**config.mk**
```make
export PLATFORM = sky130hd
export DESIGN_NAME = fcr_alias_unit
export DESIGN_NICKNAME = d
export VERILOG_FILES = /design/src/rtl/fcr_pkg.sv /design/src/rtl/fcr_index_decode.sv /design/src/rtl/fcr_view_pack.sv /design/src/rtl/fcr_view_merge.sv /design/src/rtl/fcr_alias_unit.sv
export SDC_FILE = /design/constraint.sdc
export NUM_CORES = 1
export LEC_CHECK = 0
export BUFFER_PORTS_ARGS = -buffer_cell sky130_fd_sc_hd__buf_2
export CAP_MARGIN = 20
export CORE_MARGIN = 2
export CORE_UTILIZATION = 49
export DETAILED_ROUTE_END_ITERATION = 8
export PLACE_DENSITY_LB_ADDON = 0.05
export SYNTH_ARGS = -nofsm -noshare
export SYNTH_HDL_FRONTEND = slang
export SYNTH_SLANG_ARGS = --single-unit
```
**constraint.sdc**
```tcl
create_clock -name clk -period 1.5 [get_ports clk]
set_input_delay 0.075 -clock clk [delete_from_list [all_inputs] [get_ports clk]]
set_output_delay 0.075 -clock clk [all_outputs]
set_load 0.05 [all_outputs]
```
**src/rtl/fcr_pkg.sv**
```systemverilog
package fcr_pkg;

    localparam int IDX_W  = 5;
    localparam int WORD_W = 32;

    typedef logic [WORD_W-1:0] word_t;
    typedef logic [IDX_W-1:0]  idx_t;

    // register numbers decoded by the unit
    localparam idx_t NUM_IDENT = 5'd0;
    localparam idx_t NUM_CCV   = 5'd25;
    localparam idx_t NUM_EXCV  = 5'd26;
    localparam idx_t NUM_ENAV  = 5'd28;
    localparam idx_t NUM_FULL  = 5'd31;

    // status word field positions
    localparam int RM_LO    = 0;
    localparam int RM_HI    = 1;
    localparam int FLG_LO   = 2;
    localparam int FLG_HI   = 6;
    localparam int ENA_LO   = 7;
    localparam int ENA_HI   = 11;
    localparam int CAU_LO   = 12;
    localparam int CAU_HI   = 17;
    localparam int CC0_BIT  = 23;
    localparam int FLUSH_BIT = 24;
    localparam int CCH_LO   = 25;
    localparam int CCH_HI   = 31;

    localparam int RM_W   = RM_HI - RM_LO + 1;
    localparam int CCH_W  = CCH_HI - CCH_LO + 1;
    localparam int CC_W   = CCH_W + 1;

    // compact view layout positions
    localparam int V25_CCH_LO = 1;
    localparam int V28_FLUSH  = 2;

    typedef enum logic [2:0] {
        VIEW_IDENT,
        VIEW_CC,
        VIEW_EXC,
        VIEW_ENA,
        VIEW_FULL,
        VIEW_BAD
    } view_sel_e;

    typedef struct packed {
        word_t stat;
        logic  err;
    } fcr_state_t;

endpackage

```
**src/rtl/fcr_index_decode.sv**
```systemverilog
module fcr_index_decode
    import fcr_pkg::*;
(
    input  idx_t      num,
    output view_sel_e sel
);

    always_comb begin
        unique case (num)
            NUM_IDENT: sel = VIEW_IDENT;
            NUM_CCV:   sel = VIEW_CC;
            NUM_EXCV:  sel = VIEW_EXC;
            NUM_ENAV:  sel = VIEW_ENA;
            NUM_FULL:  sel = VIEW_FULL;
            default:   sel = VIEW_BAD;
        endcase
    end

endmodule

```
**src/rtl/fcr_view_pack.sv**
```systemverilog
module fcr_view_pack
    import fcr_pkg::*;
#(
    parameter word_t IDENT = '0
) (
    input  word_t     stat,
    input  view_sel_e sel,
    output word_t     view
);

    word_t cc_view;
    word_t exc_view;
    word_t ena_view;

    always_comb begin
        cc_view = '0;
        cc_view[0] = stat[CC0_BIT];
        cc_view[V25_CCH_LO +: CCH_W] = stat[CCH_HI:CCH_LO];
    end

    always_comb begin
        exc_view = '0;
        exc_view[CAU_HI:CAU_LO] = stat[CAU_HI:CAU_LO];
        exc_view[FLG_HI:FLG_LO] = stat[FLG_HI:FLG_LO];
    end

    always_comb begin
        ena_view = '0;
        ena_view[ENA_HI:ENA_LO] = stat[ENA_HI:ENA_LO];
        ena_view[V28_FLUSH]     = stat[FLUSH_BIT];
        ena_view[RM_HI:RM_LO]   = stat[RM_HI:RM_LO];
    end

    always_comb begin
        unique case (sel)
            VIEW_IDENT: view = IDENT;
            VIEW_CC:    view = cc_view;
            VIEW_EXC:   view = exc_view;
            VIEW_ENA:   view = ena_view;
            VIEW_FULL:  view = stat;
            default:    view = '0;
        endcase
    end

endmodule

```
**src/rtl/fcr_view_merge.sv**
```systemverilog
module fcr_view_merge
    import fcr_pkg::*;
(
    input  word_t     stat,
    input  view_sel_e sel,
    input  word_t     wdata,
    output word_t     merged
);

    word_t from_cc;
    word_t from_exc;
    word_t from_ena;

    always_comb begin
        from_cc = stat;
        from_cc[CCH_HI:CCH_LO] = wdata[V25_CCH_LO +: CCH_W];
    end

    always_comb begin
        from_exc = stat;
        from_exc[CAU_HI:CAU_LO] = wdata[CAU_HI:CAU_LO];
        from_exc[FLG_HI:FLG_LO] = wdata[FLG_HI:FLG_LO];
    end

    always_comb begin
        from_ena = stat;
        from_ena[ENA_HI:ENA_LO] = wdata[ENA_HI:ENA_LO];
        from_ena[FLUSH_BIT]     = wdata[V28_FLUSH];
        from_ena[RM_HI:RM_LO]   = wdata[RM_HI:RM_LO];
    end

    always_comb begin
        unique case (sel)
            VIEW_CC:   merged = from_cc;
            VIEW_EXC:  merged = from_exc;
            VIEW_ENA:  merged = from_ena;
            VIEW_FULL: merged = wdata;
            default:   merged = stat;
        endcase
    end

endmodule

```
**src/rtl/fcr_alias_unit.sv**
```systemverilog
module fcr_alias_unit
    import fcr_pkg::*;
#(
    parameter logic [31:0] IMPL_WORD = 32'h0003_0A01
) (
    input  logic        clk,
    input  logic        rst_n,
    input  logic        rd_req,
    input  logic        wr_req,
    input  logic [4:0]  acc_idx,
    input  logic [31:0] wr_data,
    output logic [31:0] rd_data,
    output logic [1:0]  round_mode,
    output logic [7:0]  cond_bits,
    output logic        flush_en,
    output logic        err_pulse
);

    fcr_state_t st_d;
    fcr_state_t st_q;
    view_sel_e  sel;
    word_t      packed_view;
    word_t      merged_word;

    fcr_index_decode u_dec (
        .num (acc_idx),
        .sel (sel)
    );

    fcr_view_pack #(.IDENT(IMPL_WORD)) u_pack (
        .stat (st_q.stat),
        .sel  (sel),
        .view (packed_view)
    );

    fcr_view_merge u_merge (
        .stat   (st_q.stat),
        .sel    (sel),
        .wdata  (wr_data),
        .merged (merged_word)
    );

    always_comb begin
        st_d = st_q;
        if (wr_req) begin
            st_d.stat = merged_word;
        end
        st_d.err = (rd_req || wr_req) && (sel == VIEW_BAD);
    end

    always_ff @(posedge clk) begin
        if (!rst_n) begin
            st_q <= '0;
        end else begin
            st_q <= st_d;
        end
    end

    assign rd_data    = rd_req ? packed_view : '0;
    assign round_mode = st_q.stat[RM_HI:RM_LO];
    assign flush_en   = st_q.stat[FLUSH_BIT];
    assign err_pulse  = st_q.err;

    assign cond_bits[0] = st_q.stat[CC0_BIT];
    for (genvar gi = 0; gi < CCH_W; gi++) begin : g_cc
        assign cond_bits[gi + 1] = st_q.stat[CCH_LO + gi];
    end

endmodule

```
Word level (Yosys, flattened, before mapping)
Cells that the tools add are included.
{"block": "classes", "bitwise_logic": 3, "eq_ne": 9, "n_reduce_logical": 11, "muxes": 4}
{"operator": "case mux 32 bit (5 select lines)", "count": 1}
{"operator": "case mux 32 bit (4 select lines)", "count": 1}
{"operator": "two-way mux 32 bit", "count": 1}
{"operator": "equality test 5 bit (second input constant)", "count": 4}
{"operator": "case mux 3 bit (5 select lines)", "count": 1}
{"operator": "AND reduction 4 bit", "count": 3}
{"operator": "equality test 3 x 2 -> 1 bit (second input constant)", "count": 2}
{"operator": "equality test 3 bit (second input constant)", "count": 2}
{"operator": "nonzero test 2 bit", "count": 3}
{"operator": "logical NOT 5 bit", "count": 1}
{"operator": "AND reduction 5 bit", "count": 1}
{"operator": "equality test 3 x 1 -> 1 bit (second input constant)", "count": 1}
{"operator": "logical NOT 3 bit", "count": 1}
{"operator": "NOT 1 bit", "count": 3}
{"operator": "logical AND 1 bit", "count": 1}
{"operator": "logical OR 1 bit", "count": 1}
{"block": "word_totals", "inputBits": 41, "word_cells": 32, "regBits": 33, "out_inout_bits": 44}

Longest topological paths before layout
{"block": "depth", "depth_word": 5, "depth_mapped": 6, "ltp_nobuf": 3}

Modules after synthesis
From an unflattened synthesis, not the netlist that was laid out.
{"block": "hier_totals", "cells_unflattened": 349, "hier_area_um2": 2924.1}
{"mod": "fcr_alias_unit", "area_each_um2": 1566.5, "n_inst": 1, "cells_each": 152}
{"mod": "fcr_view_merge", "area_each_um2": 774.5, "n_inst": 1, "cells_each": 104}
{"mod": "fcr_view_pack", "area_each_um2": 495.5, "n_inst": 1, "cells_each": 79}
{"mod": "fcr_index_decode", "area_each_um2": 87.6, "n_inst": 1, "cells_each": 14}

Worst setup path before layout
OpenSTA, ideal clock, no wires.
{"block": "synth_timing", "kind": "input-to-output", "from": "input port acc_idx[1]", "to": "output port rd_data[2]", "arrival_time_ps": 2181, "n_path_buf": 1, "path_stages": 4, "slack_ps": -756, "path_cell_list": "buf_2 -> or4_4 -> a2bb2oi_2 -> a311oi_1"}
{"block": "synth_between", "elab_chain_cells": 5}
{"element": "start: declaration", "line": "fcr_alias_unit.sv:10", "text": "input logic [4:0] acc_idx,"}
{"element": "equality test 5 bit or logical NOT 5 bit (tied branches)", "line": "fcr_index_decode.sv:9", "text": "unique case (num)"}
{"element": "case mux 3 bit (5 select lines) (*)", "line": "fcr_index_decode.sv:9"}
{"element": "equality test 3 bit (tied with other cells)", "line": "fcr_view_pack.sv:35", "text": "unique case (sel)"}
{"element": "case mux 32 bit (5 select lines) (*)", "line": "fcr_view_pack.sv:35"}
{"element": "two-way mux 32 bit (*)", "line": "fcr_alias_unit.sv:59", "text": "assign rd_data = rd_req ? packed_view : '0;"}
{"element": "end: declaration", "line": "fcr_alias_unit.sv:12", "text": "output logic [31:0] rd_data,"}
Every way passes the cells marked *; elsewhere a longest branch is shown, timed or not.

Final worst setup path
{"block": "layout_timing", "from": "input port acc_idx[2]", "to": "output port rd_data[11]"}
Same word-level chain as after synthesis.

==> out/results.txt <==
Data required, critical path: 1420 ps
GRT Util Overall: 26.1%
asr flop ratio synth: 0%
Die Width: 69.8 µm
Max Freq: 0.645 GHz
max-slew violations: 0
Detailed Route WL: 6550 µm
CP startpoint kind: primary input
Clock transition at path regs: 70 ps
IO Port Bufs: 84
DR WL/cell: 16.5 µm
worst min path class: in -> reg
most frequent cell after synthesis: dfxtp_1
final setup margin: -51.2 ps
CTS tree: built
CP endpoint kind: output pin
Peak VDD IR: 568 µV
EDFF count, synth: 0
Top Ports: 85
initial antenna violation count: 0
Setup CP Type: in -> out
synth warn: 0
Final Cycle Share: 103%
register area share after synthesis: 31.1%
routed length on met3: 420 µm
Die ar.: 0.00488 mm²
area of the multi-input gates: 0.00135 mm²
Seq. cell area: 661 µm²
Final Hold Fails: 0
Pre-Repair DR Iteration Count: 4
power density cells: 673 mW/mm²
post-synth top area share: 31.1%
share of cells above drive strength 1: 42.1%
1st-iter DRT viols: 121
placed insts: 389
worst path arrival time: 1480 ps
max layer used: met4
Met2 Routed Length: 3210 µm
Syn Area/Cell: 8.20 µm²
TritonCTS Buffers: 5
Core Rows: 23
Worst-Skew Late Latency: 280 ps
RSZ-0062 raised after global routing: true
first-pass GRT wire length: 10300 µm
CTS sink cnt: 33
initial core utilization: 52.0%
cells after synthesis: 259
die height: 69.8 µm
syn_nets: 300
drt drc: 0
ANT cells: 0
area leader, netlist: dfxtp_1
DRT antenna net count: 0
post-synthesis cell area: 0.00212 mm²
max_slew headroom: 70.7%
post-synth cell types: 33
Worst Hold Slack: 31.7 ps
run status: finished, violations left
Main synth FF type: dfxtp_1
Slew @ Worst Pin: 439 ps
# hold bufs at CTS: 0
core region area: 0.00409 mm²
final core utilization: 74.3%
largest net degree at the start of global routing: 25
clk buf depth: 2
final non-filler cell total: 397
H-tree depth: 2
Tmin final: 1550 ps
grt ovf: 0
via count: 2319
Synth Register Bits: 33
R2R Setup Slk: 600 ps
# nets final: 388
post-route setup TNS: -294 ps
Vias per Instance: 5.84
CTS root buf: clkbuf_8
most frequent cells after synthesis: dfxtp_1 (33), nand3_1 (28), and3_1 (24), nand2_1 (23), clkbuf_1 (18)
number of global-route vias before repair: 2123
fin area: 0.00304 mm²
max cap viols: 0
placed cell area: 0.00281 mm²
filler instances: 330
Leakage: 1.37 nW
largest cells by area after synthesis: dfxtp_1 (31%), and3_1 (7.1%), nand3_1 (6.6%)
Met1 Routed Length: 2880 µm
CP max FO: 5
post-DP HPWL: 4640 µm
area grow syn2layout: 43.1%
Setup Skew: 0 ps
gpl congestion: 0.837
Setup Viol. Count Final: 7
failing checks: setup timing
[sequential cells by signal (all words and copies together) (netlist names)]
signal      flops
err_pulse       1
cond_bits       8
flush_en        1
st_q           21
round_mode      2
[per-stage QoR]
| step | power, mW | worst slack (ps) |
|---|---|---|
| CTS | 2.06 | -82.3 |
| global placement | 1.36 | -180 |
| global route | 2.13 | -82.7 |
| finish | 2.05 | -51.2 |
| floorplan | 1.19 | -167 |
| detailed placement | 1.36 | -205 |
[layer usage]
layer | vias up | GRT usage, %
met4 | 0 | 7.69
li1 | 1123 | -
met5 | - | 0
met2 | 82 | 41.2
met3 | 4 | 4.80
met1 | 1110 | 36.2
[final cells by class]
class | count | area share (%)
Clock buffer | 7 | 2.84
Inverter | 2 | 0.247
Multi-Input combinational cell | 182 | 44.4
Sequential cell | 33 | 21.7
Tap cell | 50 | 2.06
Timing Repair Buffer | 123 | 28.7
[worst paths after layout]
check / start / to / depth (start not counted)
worst max-delay path: acc_idx[2] / rd_data[11] / 6
worst min-delay path: wr_data[14] / st_q[15] / 3
worst max register to register: cond_bits[5] / cond_bits[5] / 2
worst min register to register: st_q[13] / st_q[13] / 2
[cells in the final DEF, fill, tap and decap left out, types with 6 or more instances in the layout]
| cell type | netlist | layout |
|---|---|---|
| a311oi_1 | 9 | 8 |
| nand3_1 | 28 | 28 |
| nand3b_1 | 9 | 9 |
| dfxtp_1 | 33 | 33 |
| o21ai_0 | 13 | 13 |
| nand4_1 | 9 | 9 |
| buf_4 | 10 | 34 |
| nand2_1 | 23 | 23 |
| mux2i_1 | 11 | 11 |
| a31oi_1 | 7 | 7 |
| clkbuf_8 | 0 | 6 |
| o221ai_1 | 7 | 7 |
| buf_2 | 11 | 61 |
| buf_6 | 2 | 16 |
| a211oi_4 | 0 | 10 |
| clkbuf_4 | 0 | 9 |
| and3_1 | 24 | 24 |
| a21oi_1 | 14 | 14 |
[cells by family (layout without fill, tap and decap cells)]
kind of cell / count (synthesis) / in the layout / share of synthesized area (%)
DFF: 33 / 33 / 31.1
muxes: 11 / 11 / 5.19
and+or+nand+nor: 102 / 102 / 26.5
buffers and inverters: 44 / 132 / 10.9
xor gates and xnor gates: 5 / 5 / 3.12
AOI/OAI and AO/OA: 64 / 64 / 23.2
[power breakdown]
part | switching, mW | internal (mW) | leakage (nW)
registers | 0.0124 | 0.892 | 0.267
clock network | 0.315 | 0.364 | 0.0443
logic | 0.264 | 0.199 | 1.06
[timing repair]
item | 4_1_cts | 5_1_grt
gates cloned | 1 | 0
endpoints found under the setup margin | 14 | 30
gates resized for setup | 29 | 11
setup buffers | 1 | 0
pin swaps | 8 | 2
[critical path, stage by stage]
cell       delay, ps
buf_6             90
or4_4            540
a2bb2oi_4        180
clkbuf_16        180
a211oi_4         220
buf_6            190
Power figures use the tool's default switching activity.
